**src/rtl/rstc_pkg.sv**
```systemverilog
// Package: shared constants and types for the card reset controller.
// Assumes four reset sources. The bit order of the cause code is fixed here
// because software decodes it.
package rstc_pkg;
    localparam int unsigned NUM_SRC    = 4;
    localparam int unsigned SRC_PANEL  = 0;
    localparam int unsigned SRC_FABRIC = 1;
    localparam int unsigned SRC_WDOG   = 2;
    localparam int unsigned SRC_CACHE  = 3;
    typedef logic [NUM_SRC-1:0] cause_t;
endpackage

```
**src/rtl/rstc_sync.sv**
```systemverilog
// Module: rstc_sync
// Multi-bit, multi-stage synchroniser for asynchronous level requests.
// Each bit is synchronised on its own. It assumes the inputs are levels that
// last longer than one clock, so no multi-bit coherence is needed.
// The flops clear on the synchronous active-low reset.
module rstc_sync #(
    parameter int unsigned WIDTH  = 3,
    parameter int unsigned STAGES = 2
) (
    input  logic             clk,
    input  logic             rst_n,
    input  logic [WIDTH-1:0] async_in,
    output logic [WIDTH-1:0] sync_out
);
    logic [WIDTH-1:0] stage_q [STAGES];

    // Shift each request through the chain of flops.
    always_ff @(posedge clk) begin
        if (!rst_n) begin
            for (int s = 0; s < int'(STAGES); s++) stage_q[s] <= '0;
        end else begin
            stage_q[0] <= async_in;
            for (int s = 1; s < int'(STAGES); s++) stage_q[s] <= stage_q[s-1];
        end
    end

    assign sync_out = stage_q[STAGES-1];
endmodule

```
**src/rtl/rstc_watchdog.sv**
```systemverilog
// Module: rstc_watchdog
// Missed-tick watchdog. It counts wd_tick pulses that arrive with no kick and
// holds `fire` high once the count reaches WD_LIMIT. It assumes tick and kick
// are synchronous one-cycle pulses and that WD_LIMIT is at least 1.
// hold_clr (the card reset being active) keeps the count at zero.
module rstc_watchdog #(
    parameter logic [7:0] WD_LIMIT = 8'd16
) (
    input  logic clk,
    input  logic rst_n,
    input  logic tick,
    input  logic kick,
    input  logic hold_clr,
    output logic fire
);
    logic [7:0] miss_q;

    // Count missed ticks, saturating at the limit. Kick and hold_clr take priority.
    always_ff @(posedge clk) begin
        if (!rst_n || hold_clr || kick) begin
            miss_q <= '0;
        end else if (tick && (miss_q != WD_LIMIT)) begin
            miss_q <= miss_q + 8'd1;
        end
    end

    assign fire = (miss_q == WD_LIMIT);

    // The count never passes the configured limit.
    assert_miss_bounded_R7: assert property (@(posedge clk) disable iff (!rst_n)
        miss_q <= WD_LIMIT);

    // A kick always leaves the count empty.
    assert_kick_clears_R8: assert property (@(posedge clk) disable iff (!rst_n)
        kick |=> (miss_q == 8'd0));

    // No count builds up while the card is held in reset.
    assert_hold_clears_R9: assert property (@(posedge clk) disable iff (!rst_n)
        hold_clr |=> (miss_q == 8'd0));
endmodule

```
**src/rtl/rstc_pulse.sv**
```systemverilog
// Module: rstc_pulse
// Reset pulse stretcher and cause latch. Any request holds the count at zero.
// Once no request is present, the count advances on each reference tick, and
// the pulse ends after PULSE_TICKS ticks. The cause latch loads only on the
// change from idle to active. It assumes PULSE_TICKS is at least 2.
module rstc_pulse #(
    parameter int unsigned PULSE_TICKS = 256,
    parameter int unsigned NSRC        = 4
) (
    input  logic            clk,
    input  logic            rst_n,
    input  logic            tick,
    input  logic [NSRC-1:0] req,
    output logic            active,
    output logic [NSRC-1:0] cause
);
    localparam int unsigned CW = (PULSE_TICKS > 2) ? $clog2(PULSE_TICKS) : 1;
    localparam logic [CW-1:0] LAST = CW'(PULSE_TICKS - 1);

    logic [CW-1:0] cnt_q;
    logic          any_req;

    assign any_req = |req;

    // Start, restart or time out the pulse. Load the cause on a new start only.
    always_ff @(posedge clk) begin
        if (!rst_n) begin
            active <= 1'b1;
            cnt_q  <= '0;
            cause  <= '0;
        end else if (any_req) begin
            if (!active) cause <= req;
            active <= 1'b1;
            cnt_q  <= '0;
        end else if (active && tick) begin
            if (cnt_q == LAST) begin
                active <= 1'b0;
                cnt_q  <= '0;
            end else begin
                cnt_q <= cnt_q + 1'b1;
            end
        end
    end

    // The counter stays inside the pulse window.
    assert_cnt_in_window_R3: assert property (@(posedge clk) disable iff (!rst_n)
        cnt_q <= LAST);

    // A request during an active pulse keeps it active and restarts the count.
    assert_restart_R4: assert property (@(posedge clk) disable iff (!rst_n)
        (active && any_req) |=> (active && cnt_q == '0));

    // The cause changes only when a new pulse begins.
    assert_cause_hold_R6: assert property (@(posedge clk) disable iff (!rst_n)
        ($past(rst_n) && !$rose(active)) |-> $stable(cause));

    // At each new start the cause equals the requests seen at that edge.
    assert_cause_load_R5: assert property (@(posedge clk) disable iff (!rst_n)
        ($past(rst_n) && $rose(active)) |-> (cause == $past(req)));
endmodule

```
**src/rtl/card_reset_ctrl.sv**
```systemverilog
// Module: card_reset_ctrl (top)
// Merges the panel, fabric, cache and watchdog reset sources into a single
// stretched active-low card reset, and keeps a one-hot record of the cause.
// The three external requests are asynchronous levels. The watchdog inputs and
// tick_4m are synchronous to clk.
module card_reset_ctrl
    import rstc_pkg::*;
#(
    parameter int unsigned PULSE_TICKS = 256,
    parameter logic [7:0]  WD_LIMIT    = 8'd16,
    parameter int unsigned SYNC_STAGES = 2
) (
    input  logic         clk,
    input  logic         rst_n,
    input  logic         tick_4m,
    input  logic         panel_req,
    input  logic         fabric_req,
    input  logic         cache_req,
    input  logic         wd_tick,
    input  logic         wd_kick,
    output logic         card_rst_n,
    output logic [3:0]   reset_cause
);
    logic [2:0] ext_sync;
    logic       wd_fire;
    logic       pulse_active;
    cause_t     req_vec;
    cause_t     cause_q;

    rstc_sync #(.WIDTH(3), .STAGES(SYNC_STAGES)) i_sync (
        .clk      (clk),
        .rst_n    (rst_n),
        .async_in ({cache_req, fabric_req, panel_req}),
        .sync_out (ext_sync)
    );

    rstc_watchdog #(.WD_LIMIT(WD_LIMIT)) i_wdog (
        .clk      (clk),
        .rst_n    (rst_n),
        .tick     (wd_tick),
        .kick     (wd_kick),
        .hold_clr (pulse_active),
        .fire     (wd_fire)
    );

    // Place each source at its fixed bit of the cause code.
    always_comb begin
        req_vec             = '0;
        req_vec[SRC_PANEL]  = ext_sync[0];
        req_vec[SRC_FABRIC] = ext_sync[1];
        req_vec[SRC_WDOG]   = wd_fire;
        req_vec[SRC_CACHE]  = ext_sync[2];
    end

    rstc_pulse #(.PULSE_TICKS(PULSE_TICKS), .NSRC(NUM_SRC)) i_pulse (
        .clk    (clk),
        .rst_n  (rst_n),
        .tick   (tick_4m),
        .req    (req_vec),
        .active (pulse_active),
        .cause  (cause_q)
    );

    assign card_rst_n  = ~pulse_active;
    assign reset_cause = cause_q;

    // A watchdog firing while idle puts the card into reset at the next edge.
    assert_wd_starts_reset_R7: assert property (@(posedge clk) disable iff (!rst_n)
        wd_fire |=> !card_rst_n);
endmodule

```
**config.mk**
```make
export PLATFORM = sky130hd
export DESIGN_NAME = card_reset_ctrl
export DESIGN_NICKNAME = d
export VERILOG_FILES = /design/src/rtl/rstc_pkg.sv /design/src/rtl/rstc_sync.sv /design/src/rtl/rstc_watchdog.sv /design/src/rtl/rstc_pulse.sv /design/src/rtl/card_reset_ctrl.sv
export SDC_FILE = /design/constraint.sdc
export NUM_CORES = 1
export LEC_CHECK = 0
export CAP_MARGIN = 0
export CELL_PAD_IN_SITES_DETAIL_PLACEMENT = 1
export CELL_PAD_IN_SITES_GLOBAL_PLACEMENT = 2
export CORE_UTILIZATION = 33
export DETAILED_ROUTE_END_ITERATION = 7
export GPL_ROUTABILITY_DRIVEN = 0
export PLACE_DENSITY = 0.77
export RECOVER_POWER = 25
export REMOVE_ABC_BUFFERS = 1
export SYNTH_ARGS = -nofsm -noshare
export SYNTH_HDL_FRONTEND = slang
export SYNTH_SLANG_ARGS = --single-unit
```
**constraint.sdc**
```tcl
create_clock -name clk -period 1.8 [get_ports clk]
set_clock_uncertainty 0.05 [all_clocks]
set_input_delay 0.54 -clock clk [delete_from_list [all_inputs] [get_ports clk]]
set_output_delay 0.54 -clock clk [all_outputs]
set_load 0.01 [all_outputs]
```
Word level (Yosys, flattened, before mapping)
Memory sizes are Yosys's and may differ from the RTL's.
Index checks and enable logic that the tools add are counted.
{"block": "word_totals", "ff_bits": 21, "ram_bits": 6, "in_bits": 8, "out_inout_bits": 5, "word_cells": 28, "n_memories": 1}
{"memory": "i_sync.stage_q", "depth": 2, "word_bits": 3, "rd": 2, "rd_ports_with_merged_regs": 0, "wr": 2, "line_no": "rstc_sync.sv:15", "source": "logic [WIDTH-1:0] stage_q [STAGES];"}
{"block": "classes", "add_sub_neg": 2, "eq_ne": 3, "mux": 5, "bitwise_logic": 4, "n_reduce_logical": 9}
{"operator": "$add A8 B1 Y8 const B", "n": 2}
{"operator": "$eq A8 B5 Y1 const B", "n": 1}
{"operator": "$eq A8 B8 Y1 const B", "n": 1}
{"operator": "$mux W8", "n": 1}
{"operator": "$ne A8 B5 Y1 const B", "n": 1}
{"operator": "$mux W3", "n": 2}
{"operator": "$reduce_or A5 Y1", "n": 1}
{"operator": "$reduce_and A2 Y1", "n": 2}
{"operator": "$reduce_or A4 Y1", "n": 1}
{"operator": "$logic_and A1 B1 Y1", "n": 2}
{"operator": "$logic_or A1 B1 Y1", "n": 2}
{"operator": "$mux W1", "n": 2}
{"operator": "$not A1 Y1", "n": 2}
{"operator": "$or A1 B1 Y1", "n": 2}
{"operator": "$logic_not A1 Y1", "n": 1}

Depth between registers and ports, before layout
Gate-level depths: netlist of the first run.
{"block": "depth", "depth_word": 3, "depth_mapped": 5, "depth_no_buf": 5}

Modules after synthesis
From an unflattened synthesis of the first run, not the netlist that was laid out.
{"block": "unflattened", "cells_unflattened": 133, "hier_area_um2": 1211.2}
{"module": "rstc_pulse", "instances": 1, "cells_per_inst": 66, "area_each_um2": 588.1, "seq_area_each_um2": 260.2}
{"module": "rstc_watchdog", "instances": 1, "cells_per_inst": 51, "area_each_um2": 439.2, "seq_area_each_um2": 160.2}
{"module": "rstc_sync", "instances": 1, "cells_per_inst": 15, "area_each_um2": 180.2, "seq_area_each_um2": 120.1}
{"module": "card_reset_ctrl", "instances": 1, "cells_per_inst": 1, "area_each_um2": 3.8, "seq_area_each_um2": 0.0}

Worst setup path after synthesis of the first run
No wires, ideal clock.
{"block": "synth_path", "path_type": "flip-flop to flip-flop", "from": "reg i_wdog.miss_q[0]", "to": "reg i_wdog.miss_q[2]", "setup_ps": 116, "t_arrival_ps": 1453, "required_time_ps": 1634, "path_slack_ps": 181, "stages_incl_launch_ff": 6, "path_buffers": 0, "synth_period_minus_slack_ps": 1619, "path_cell_list": "dfxtp_1 > inv_1 > ha_1 > or4b_4 > o21a_1 > a31o_2"}
{"block": "synth_between", "elab_chain_len": 2, "word_cells_on_any_way": 3, "classes_between": "add/sub (1); eq/ne (1); reduce/logical (1)"}
{"item": "start: declaration", "line_no": "rstc_watchdog.sv:16", "source": "logic [7:0] miss_q;"}
{"item": "start signal: assignment", "line_no": "rstc_watchdog.sv:23", "source": "miss_q <= miss_q + 8'd1;"}
{"item": "parallel branches: the longest is 2 deep, another holds $add A8 B1 Y8"}
Parallel ways; which one is timed is not known.
A chain may end at the register's enable or synchronous reset.

Worst setup path in the final report of the first run
{"block": "layout_path", "from": "in rst_n", "to": "reg i_pulse.cnt_q[3]"}
{"block": "layout_between", "elab_chain_len": 2}
{"item": "start: declaration", "line_no": "card_reset_ctrl.sv:14", "source": "input logic rst_n,"}
{"item": "$not A1 Y1 (no line)"}
{"item": "$reduce_or A5 Y1 (no line)"}
{"item": "end signal: assignment", "line_no": "rstc_pulse.sv:40", "source": "cnt_q <= cnt_q + 1'b1;"}
{"item": "end: declaration", "line_no": "rstc_pulse.sv:20", "source": "logic [CW-1:0] cnt_q;"}
Every way passes these cells.

==> key figures, run 1 <==
Status
  – Outcome: finished clean

Timing
  – RSZ-0062 raised after global routing: false
  – Final setup viols: 0
  – Slew Limit Headroom: between 60% and 70%
  – Slew Viols, Final: 0
  – Fin. Hold Viols: 0
  – Least-Margin Pin Slew: 509.6 ps
  – Fin crit share: a little over nine tenths
  – Fin crit period: between 1500 and 2000 ps
  – Max Freq: approximately 600 MHz

Yosys
  – Biggest area consumer among synthesized cells: dfxtp_1
  – Mapped Area: approximately 1200 sq um
  – Mean Syn Cell Area: roughly 8.9 sq um
  – Yosys warnings: 0
  – Seq/Total Area, Yosys: between 40% and 50%
  – Top post-synthesis cells by area: dfxtp_1 (47%), o21ai_0 (5.2%), a21oi_1 (4.8%)
  – Flops & latches, synth: 27
  – Area share of the largest cell type after synthesis: about 47%
  – Post-Syn Instances: about 130
  – Yosys cell types: 30

Placement
  – # port buffers: 12
  – Estimated wirelength of the detail-placed design: just over 2000 um
  – Placed Area: roughly 1400 sq um

Floorplan
  – I/O Pins: 13
  – Die area: about 3700 sq um
  – Starting Density: approximately 34%
  – Die Ht: between 60 and 70 um
  – Die W: ~60 um
  – Core Area: between 3000 and 4000 sq um
  – Cell row count: 21

Cells and area
  – Commonest non-fill, non-tap cell in the layout: dfxtp_1
  – # nets final: 168
  – Fin area: around 1400 sq um
  – Final Core Density: 43.42%
  – Syn-to-layout area delta: 25.87%
  – Share of cells above drive strength 1: 14.74%
  – Most frequent cells in the layout: dfxtp_1 (26), o21ai_0 (12), buf_4 (12)
  – Fillcell total: 428
  – Ant. Diodes: 0

Clocking
  – Post-CTS setup buffers: 0
  – Hold-fix buffers at CTS: 0
  – Root Buffer: clkbuf_4
  – Skew-Pair Late Insertion Delay: approximately 330 ps
  – Sink Count: 27
  – TritonCTS clock tree: yes
  – CTS HTree Levels: 1
  – Reg clk slew, reported paths: roughly 160 ps
  – CTS Buf Count: 3
  – Clock Path Buffers: 2

Pwr
  – Pwr per Cell Area: between 600 and 700 nW/um^2
  – Max VDD drop: 0.2309 mV
  – Leak Pwr: between 0.0005 and 0.0006 uW

Drt
  – Antenna-violating nets left: 0
  – Via count: 1,026
  – DR iter-0 viols: 31
  – Post-Route WL: 2660 um
  – Drt via density: a little over 5
  – 1st-pass router iterations: 3
  – DRC violations left: 0
  – WL/cell: 13.17 um

Worst setup path
  – Crit path DAT: approximately 1900 ps
  – Crit end category: flop
  – Setup crit start: rst_n
  – Crit path required time: roughly 2000 ps
  – Crit-path max FO: 11
  – Worst r2r src: i_wdog.miss_q[0]
  – CP Launch Type: primary input
  – WS Path Type: primary input to flop

Global routing
  – Total gr overflow: 0
  – Largest net degree at the start of global routing: 17
  – Initial antenna violation count: 0
  – Vias in the first global route: 1,045
  – Gr usage total: between 15 and 20%
  – First-pass GRT wire length: between 4000 and 5000 um

Worst hold path
  – Hold path startpoint: i_sync.stage_q[0][1]
  – Hold WC Path Type: flop to flop

Job
  – Max Cap Viol: 0
## flip-flops by register name (all words and copies together), names as in the netlist
signal / count
i_pulse.cnt_q: 8
i_wdog.miss_q: 8
i_sync.stage_q: 6
i_pulse.cause: 4
i_pulse.active: 1
## path summary, 6_finish.rpt
path	slack [ps]	depth (start not counted)	to
setup / recovery	110	4	i_pulse.cnt_q[3]
hold / removal	410	1	i_sync.stage_q[0][4]
setup reg to reg	120	5	i_wdog.miss_q[2]
hold reg to reg	410	1	i_sync.stage_q[0][4]
## through the flow
step                      power [uW]  setup TNS [ps]  worst slack [ps]  hold WS, ps  std cells
after floorplan                647.7               0             180.6        361.8        126
after global placement         684.3           -1351            -114.2        367.8        198
after detailed placement       685.9           -1794            -171.9        374.2        198
after CTS                      964.2               0             15.77        412.4        202
after global routing            1003               0             6.731        420.2        202
final                          942.7               0             108.4        409.7        202
## synthesized netlist by cell type
| master | number |
|---|---|
| nor2b_1 | 3 |
| o21bai_1 | 1 |
| dfxtp_1 | 27 |
| a21oi_1 | 11 |
| a211oi_1 | 2 |
| xor2_1 | 3 |
| a31o_2 | 1 |
| or4_1 | 1 |
| nand2_1 | 9 |
| nand4_1 | 6 |
| or4b_4 | 1 |
| xnor2_1 | 1 |
| mux2i_1 | 1 |
| a21boi_1 | 1 |
| nor3_1 | 4 |
| clkbuf_1 | 3 |
| o31ai_1 | 2 |
| nor3b_1 | 1 |
| nand3_1 | 6 |
| o211ai_2 | 1 |
| and3_2 | 1 |
| and2_1 | 6 |
| o21ai_0 | 12 |
| o2111ai_1 | 1 |
| or3_1 | 8 |
| ha_1 | 3 |
| o21a_1 | 1 |
| or3b_2 | 2 |
| nor2_1 | 6 |
| inv_1 | 4 |
## report_power, final
group          leakage [uW]  internal, uW  total, uW  switching (uW)
Sequential         0.000220           607        614            6.75
Combinational      0.000299          33.6       59.8            26.2
Clock             0.0000139          84.9        269             184
## layer usage
metal	GRT usage, %	vias to the layer above	routed length (um)
met5	0	-	0
met4	6.818	0	23
met3	2.521	2	43
met2	30.75	6	1430
met1	18.88	499	1163
li1	-	519	-
## critical path, cell delays in order
cell and delay (ps):
clkdlybuf4s50_1 490, clkbuf_1 360, o211ai_4 210, a211oi_1 280
## repair_timing
action,CTS,global route
pin swaps,0,1
gates cloned,0,0
setup endpoints to repair,5,9
gates resized for setup,6,1
endpoints found under the hold margin,0,0
## cell families after synthesis
family / Yosys count / share of synthesized area, %
and+or+nand+nor: 54 / 26.41
buffers and inverters: 7 / 2.282
DFF: 27 / 46.96
AOI/OAI and AO/OA: 33 / 17.17
xor gates and xnor gates: 4 / 3.044
muxes: 1 / 0.8696
adders and majority gates: 3 / 3.261
## area by class of cell
type                    count  area (sq um)  share of cell area (%)
repair buffers             26         211.5                   14.59
flip-flops and latches     27         541.8                   37.39
clock inverters             1         7.507                  0.5181
multi-input cells          95         593.1                   40.93
inverters                   4         15.01                   1.036
clock buffers               3         22.52                   1.554
well taps                  46         57.56                   3.972
No activity file was read; power rests on OpenSTA's default activity.
==> run 2, diff against run 1 <==
--- a/config.mk
+++ b/config.mk
@@ -5,15 +5,16 @@
 export SDC_FILE = /design/constraint.sdc
 export NUM_CORES = 1
 export LEC_CHECK = 0
-export CAP_MARGIN = 0
+export CAP_MARGIN = 20
 export CELL_PAD_IN_SITES_DETAIL_PLACEMENT = 1
 export CELL_PAD_IN_SITES_GLOBAL_PLACEMENT = 2
 export CORE_UTILIZATION = 33
 export DETAILED_ROUTE_END_ITERATION = 7
 export GPL_ROUTABILITY_DRIVEN = 0
-export PLACE_DENSITY = 0.77
+export PLACE_DENSITY = 0.76
 export RECOVER_POWER = 25
 export REMOVE_ABC_BUFFERS = 1
 export SYNTH_ARGS = -nofsm -noshare
 export SYNTH_HDL_FRONTEND = slang
+export SYNTH_HIERARCHICAL = 1
 export SYNTH_SLANG_ARGS = --single-unit
==> run 2 against run 1 <==
Compared with the run above:
- fmax shrank 2.1%
- first-iteration DRC count shrank 42%
- hold slack lost 6.5 ps
- area after synthesis grew 5.2%
- critical endpoint is now i_wdog/miss_q[0]
==> key figures, run 2 <==
Yosys
  – Post-synth EDFFs: 0 (unchanged)
  – Yosys warnings: 6 (+6)
  – Top post-synthesis cells by area: dfxtp_1 (45%), nand2_1 (5.0%), a21oi_1 (4.1%)
  – Flops & latches, synth: 27 (unchanged)
  – Yosys cell types: 34 (+13%)
  – Mean Syn Cell Area: 9.106 sq um (+2.1%)
  – Asr flop ratio synth: 0% (unchanged)
  – Biggest area consumer among synthesized cells: dfxtp_1
  – Count leader, synth: dfxtp_1
  – Main synth FF type: dfxtp_1
  – Synth top cells by count: dfxtp_1 (27), nand2_1 (16), a21oi_1 (10)
  – Area share of the largest cell type after synthesis: 44.63% (-2.3 points)
  – Mapped Area: 1211 sq um (+5.2%)
  – Post-Syn Instances: 133 (+3.1%)
  – Seq/Total Area, Yosys: 44.63% (-2.3 points)

Placement
  – Estimated wirelength of the detail-placed design: 2052 um (+0.68%)
  – Pre-CTS WS: -274.9 ps (-103.0 ps)
  – # port buffers: 12 (unchanged)

Timing
  – Worst setup margin: 72.75 ps (-35.64 ps)
  – Setup tns final: 0 ps (unchanged)
  – Least-Margin Pin Slew: 300.0 ps (-209.6 ps)
  – Fin crit share: 95.96% (+2.0 points)
  – Slew Limit Headroom: 79.74% (+14 points)
  – Fin crit period: 1727 ps (+35.64 ps)
  – Hold slack: 403.2 ps (-6.504 ps)
  – Max Freq: 579.0 MHz (-2.1%)
  – Final setup viols: 0 (unchanged)
  – Fin. Hold Viols: 0 (unchanged)
  – Slew Viols, Final: 0 (unchanged)
  – RSZ-0062 raised after global routing: false

Drt
  – WL/cell: 13.00 um (-1.2%)
  – DRC violations left: 0 (unchanged)
  – Drt via density: 5.019 (-1.2%)
  – 1st-pass router iterations: 2 (-1)
  – Post-Route WL: 2705 um (+1.7%)
  – Antenna-violating nets left: 0 (unchanged)
  – Via count: 1,044 (+1.8%)
  – DR iter-0 viols: 18 (-42%)

Clocking
  – Skew-Pair Late Insertion Delay: 340 ps (about the same)
  – Sink Count: 27 (unchanged)
  – TritonCTS clock tree: yes
  – CTS HTree Levels: 1 (unchanged)
  – CTS Buf Count: 3 (unchanged)
  – Root Buffer: clkbuf_4
  – Clock Path Buffers: 2 (unchanged)
  – Reg clk slew, reported paths: 160 ps (about the same)

Cells and area
  – Share of cells above drive strength 1: 21.60% (+6.9 points)
  – Largest registers: i_pulse/cnt_q x8, i_wdog/miss_q x8, i_sync/stage_q x6
  – Register area: 541.8 sq um (unchanged)
  – # nets final: 174 (+3.6%)
  – Final Core Density: 45.42% (+2.0 points)
  – Ant. Diodes: 0 (unchanged)
  – Area of the multi-input gates: 634.4 sq um (+7.0%)
  – Most frequent cells in the layout: dfxtp_1 (26), buf_4 (19), nand2_1 (15)
  – Commonest non-fill, non-tap cell in the layout: dfxtp_1
  – Fillcell total: 419 (-2.1%)
  – Syn-to-layout area delta: 28.10%

Worst setup path
  – Crit path required time: 1980 ps (about the same)
  – CP Launch Type: flop
  – Slowest stage delay, CP: 410 ps (-80 ps)
  – Crit path DAT: 1910 ps (+30 ps)
  – Crit end category: flop
  – Worst r2r src: i_wdog/miss_q[1]
  – Cell Chain, Critical Path: inv_1, ha_4, nand4bb_1, buf_4, buf_4, o41a_2, mux2i_1
  – CP max-delay cell: o41a_2
  – Reg2reg end: i_wdog/miss_q[0]
  – CP most frequent cell: buf_4
  – WS Path Type: flop to flop
  – R2R Setup Slk: 70 ps (-50 ps)
  – Crit-path max FO: 2 (-9)
  – Reg2reg path depth: 7 (+2)

Pwr
  – Int Power: 737.7 uW (+1.7%)
  – Pwr per Cell Area: 624.1 nW/um^2 (-4.1%)
  – Clock share of power: 29.6% (+1.1 points)
  – Switching share of total power: 23.81% (+0.79 points)
  – Sequential power share: 63.2% (-1.9 points)
  – Leak Pwr: 0.0005670 uW (+6.5%)
  – Comb pwr share: 7.2% (+0.9 points)
  – NetSw: 230.6 uW (+6.2%)
  – Max VDD drop: 0.3425 mV (+48%)

Floorplan
  – Die W: 62.58 um (+2.5%)
  – Cell row count: 21 (unchanged)
  – I/O Pins: 13 (unchanged)
  – Core Area: 3416 sq um (+2.4%)
  – Die Ht: 62.58 um (+2.5%)
  – Starting Density: 35.46% (+0.96 points)
  – Die area: 3916 sq um (+5.0%)

Global routing
  – Initial antenna violation count: 0 (unchanged)
  – First-pass GRT wire length: 4698 um (+3.5%)
  – Vias in the first global route: 1,101 (+5.4%)
  – Gr usage total: 14.80% (-1.8 points)
  – Largest net degree at the start of global routing: 18 (+1)
  – Total gr overflow: 0 (unchanged)

Job
  – Max Cap Viol: 0 (unchanged)

Worst hold path
  – Hold path startpoint: i_sync/stage_q[0][1]
  – Hold WC Path Type: flop to flop
  – Min-Delay Path Depth: 1 (unchanged)
  – WHS Endpoint: i_sync/stage_q[0][4]

Status
  – Outcome: finished clean
[run 2: changes by cell type in the layout (fill, tap and decap cells not counted), moves of 3 or more]
cell and change:
or3_1 -5, buf_4 +7, nand4_1 -4, nor2_1 -3, nand2_1 +6, or4_1 +3, o21ai_0 -8, nor2b_1 -3
o21ai_1 +3
[run 2: worst max-delay path, delay by kind of cell (launching register included)]
family	cells	cell delay [ps]
buffers and inverters	3	390
AO/OA/AOI/OAI	1	410
AND/OR/NAND/NOR	1	170
adder cells (fa/ha/maj)	1	140
flip-flops	1	340
multiplexers	1	130
[run 2: how the worst max path moves through the flow]
stage                           from                to  cells after the start
CTS                 i_wdog/miss_q[0]  i_pulse/cnt_q[3]                      7
floorplan           i_wdog/miss_q[0]    i_pulse/active                      7
finish              i_wdog/miss_q[1]  i_wdog/miss_q[0]                      7
global placement             tick_4m  i_pulse/cnt_q[7]                      4
global route        i_wdog/miss_q[1]  i_pulse/cause[1]                      8
detailed placement           tick_4m  i_pulse/cnt_q[7]                      4
[run 2: area by class of cell]
class                           instances  area share, %
Clock buffer                            3          1.452
Clock inverter                          1         0.5645
Inverter                                7          1.694
Multi-Input combinational cell         92          40.89
Sequential cell                        27          34.92
Tap cell                               46          3.710
Timing Repair Buffer                   32          16.77
[run 2: timing repair]
action	4_1_cts	5_1_grt
buffers inserted	0	3
pin swaps	0	5
hold buffers	0	0
endpoints found under the setup margin	18	8
resized for setup	7	13
[run 2: cell families (layout without fill, tap and decap cells)]
family / Yosys count / in the layout / synth area share (%)
multiplexers: 2 / 2 / 1.653
XOR/XNOR: 4 / 4 / 2.892
AND/OR/NAND/NOR: 52 / 52 / 25.83
adder cells (fa/ha/maj): 3 / 3 / 3.100
buffers and inverters: 14 / 43 / 5.785
flip-flops: 27 / 27 / 44.63
AO/OA/AOI/OAI: 31 / 31 / 16.12
[run 2: through the flow]
| stage | cells | area [sq um] | total power (uW) |
|---|---|---|---|
| 2_1_floorplan | 126 | 1167 | 648.2 |
| 3_3_place_gp | 201 | 1473 | 688.6 |
| 3_5_place_dp | 201 | 1473 | 690.0 |
| 4_1_cts | 205 | 1506 | 980.8 |
| 5_1_grt | 208 | 1551 | 1022 |
| 6_report | 208 | 1551 | 968.2 |
[run 2: layer usage]
metal  vias to the layer above  share of wire (%)  track usage (%)
met5                         -                  0                0
met4                         0               0.48            4.360
met3                         2                1.8            2.737
met2                         8                 51            27.58
met1                       505                 46            16.89
li1                        529                  -                -
[run 2: power by group through the flow]
| stage | logic, uW | registers, uW | clock network [uW] |
|---|---|---|---|
| floorplan | 22.6 | 626 | 0 |
| global placement | 63.5 | 625 | 0 |
| detailed placement | 64.8 | 625 | 0 |
| CTS | 65.9 | 612 | 302 |
| global route | 76.7 | 614 | 332 |
| finish | 69.5 | 612 | 286 |
==> run 3, diff against run 2 <==
--- a/config.mk
+++ b/config.mk
@@ -9,8 +9,10 @@
 export CELL_PAD_IN_SITES_DETAIL_PLACEMENT = 1
 export CELL_PAD_IN_SITES_GLOBAL_PLACEMENT = 2
 export CORE_UTILIZATION = 33
+export CTS_CLUSTER_DIAMETER = 40
 export DETAILED_ROUTE_END_ITERATION = 7
 export GPL_ROUTABILITY_DRIVEN = 0
+export GPL_TIMING_DRIVEN = 1
 export PLACE_DENSITY = 0.76
 export RECOVER_POWER = 25
 export REMOVE_ABC_BUFFERS = 1
==> results of run 3 <==
The final DEF is identical to that of run 2; final timing and power are the same.
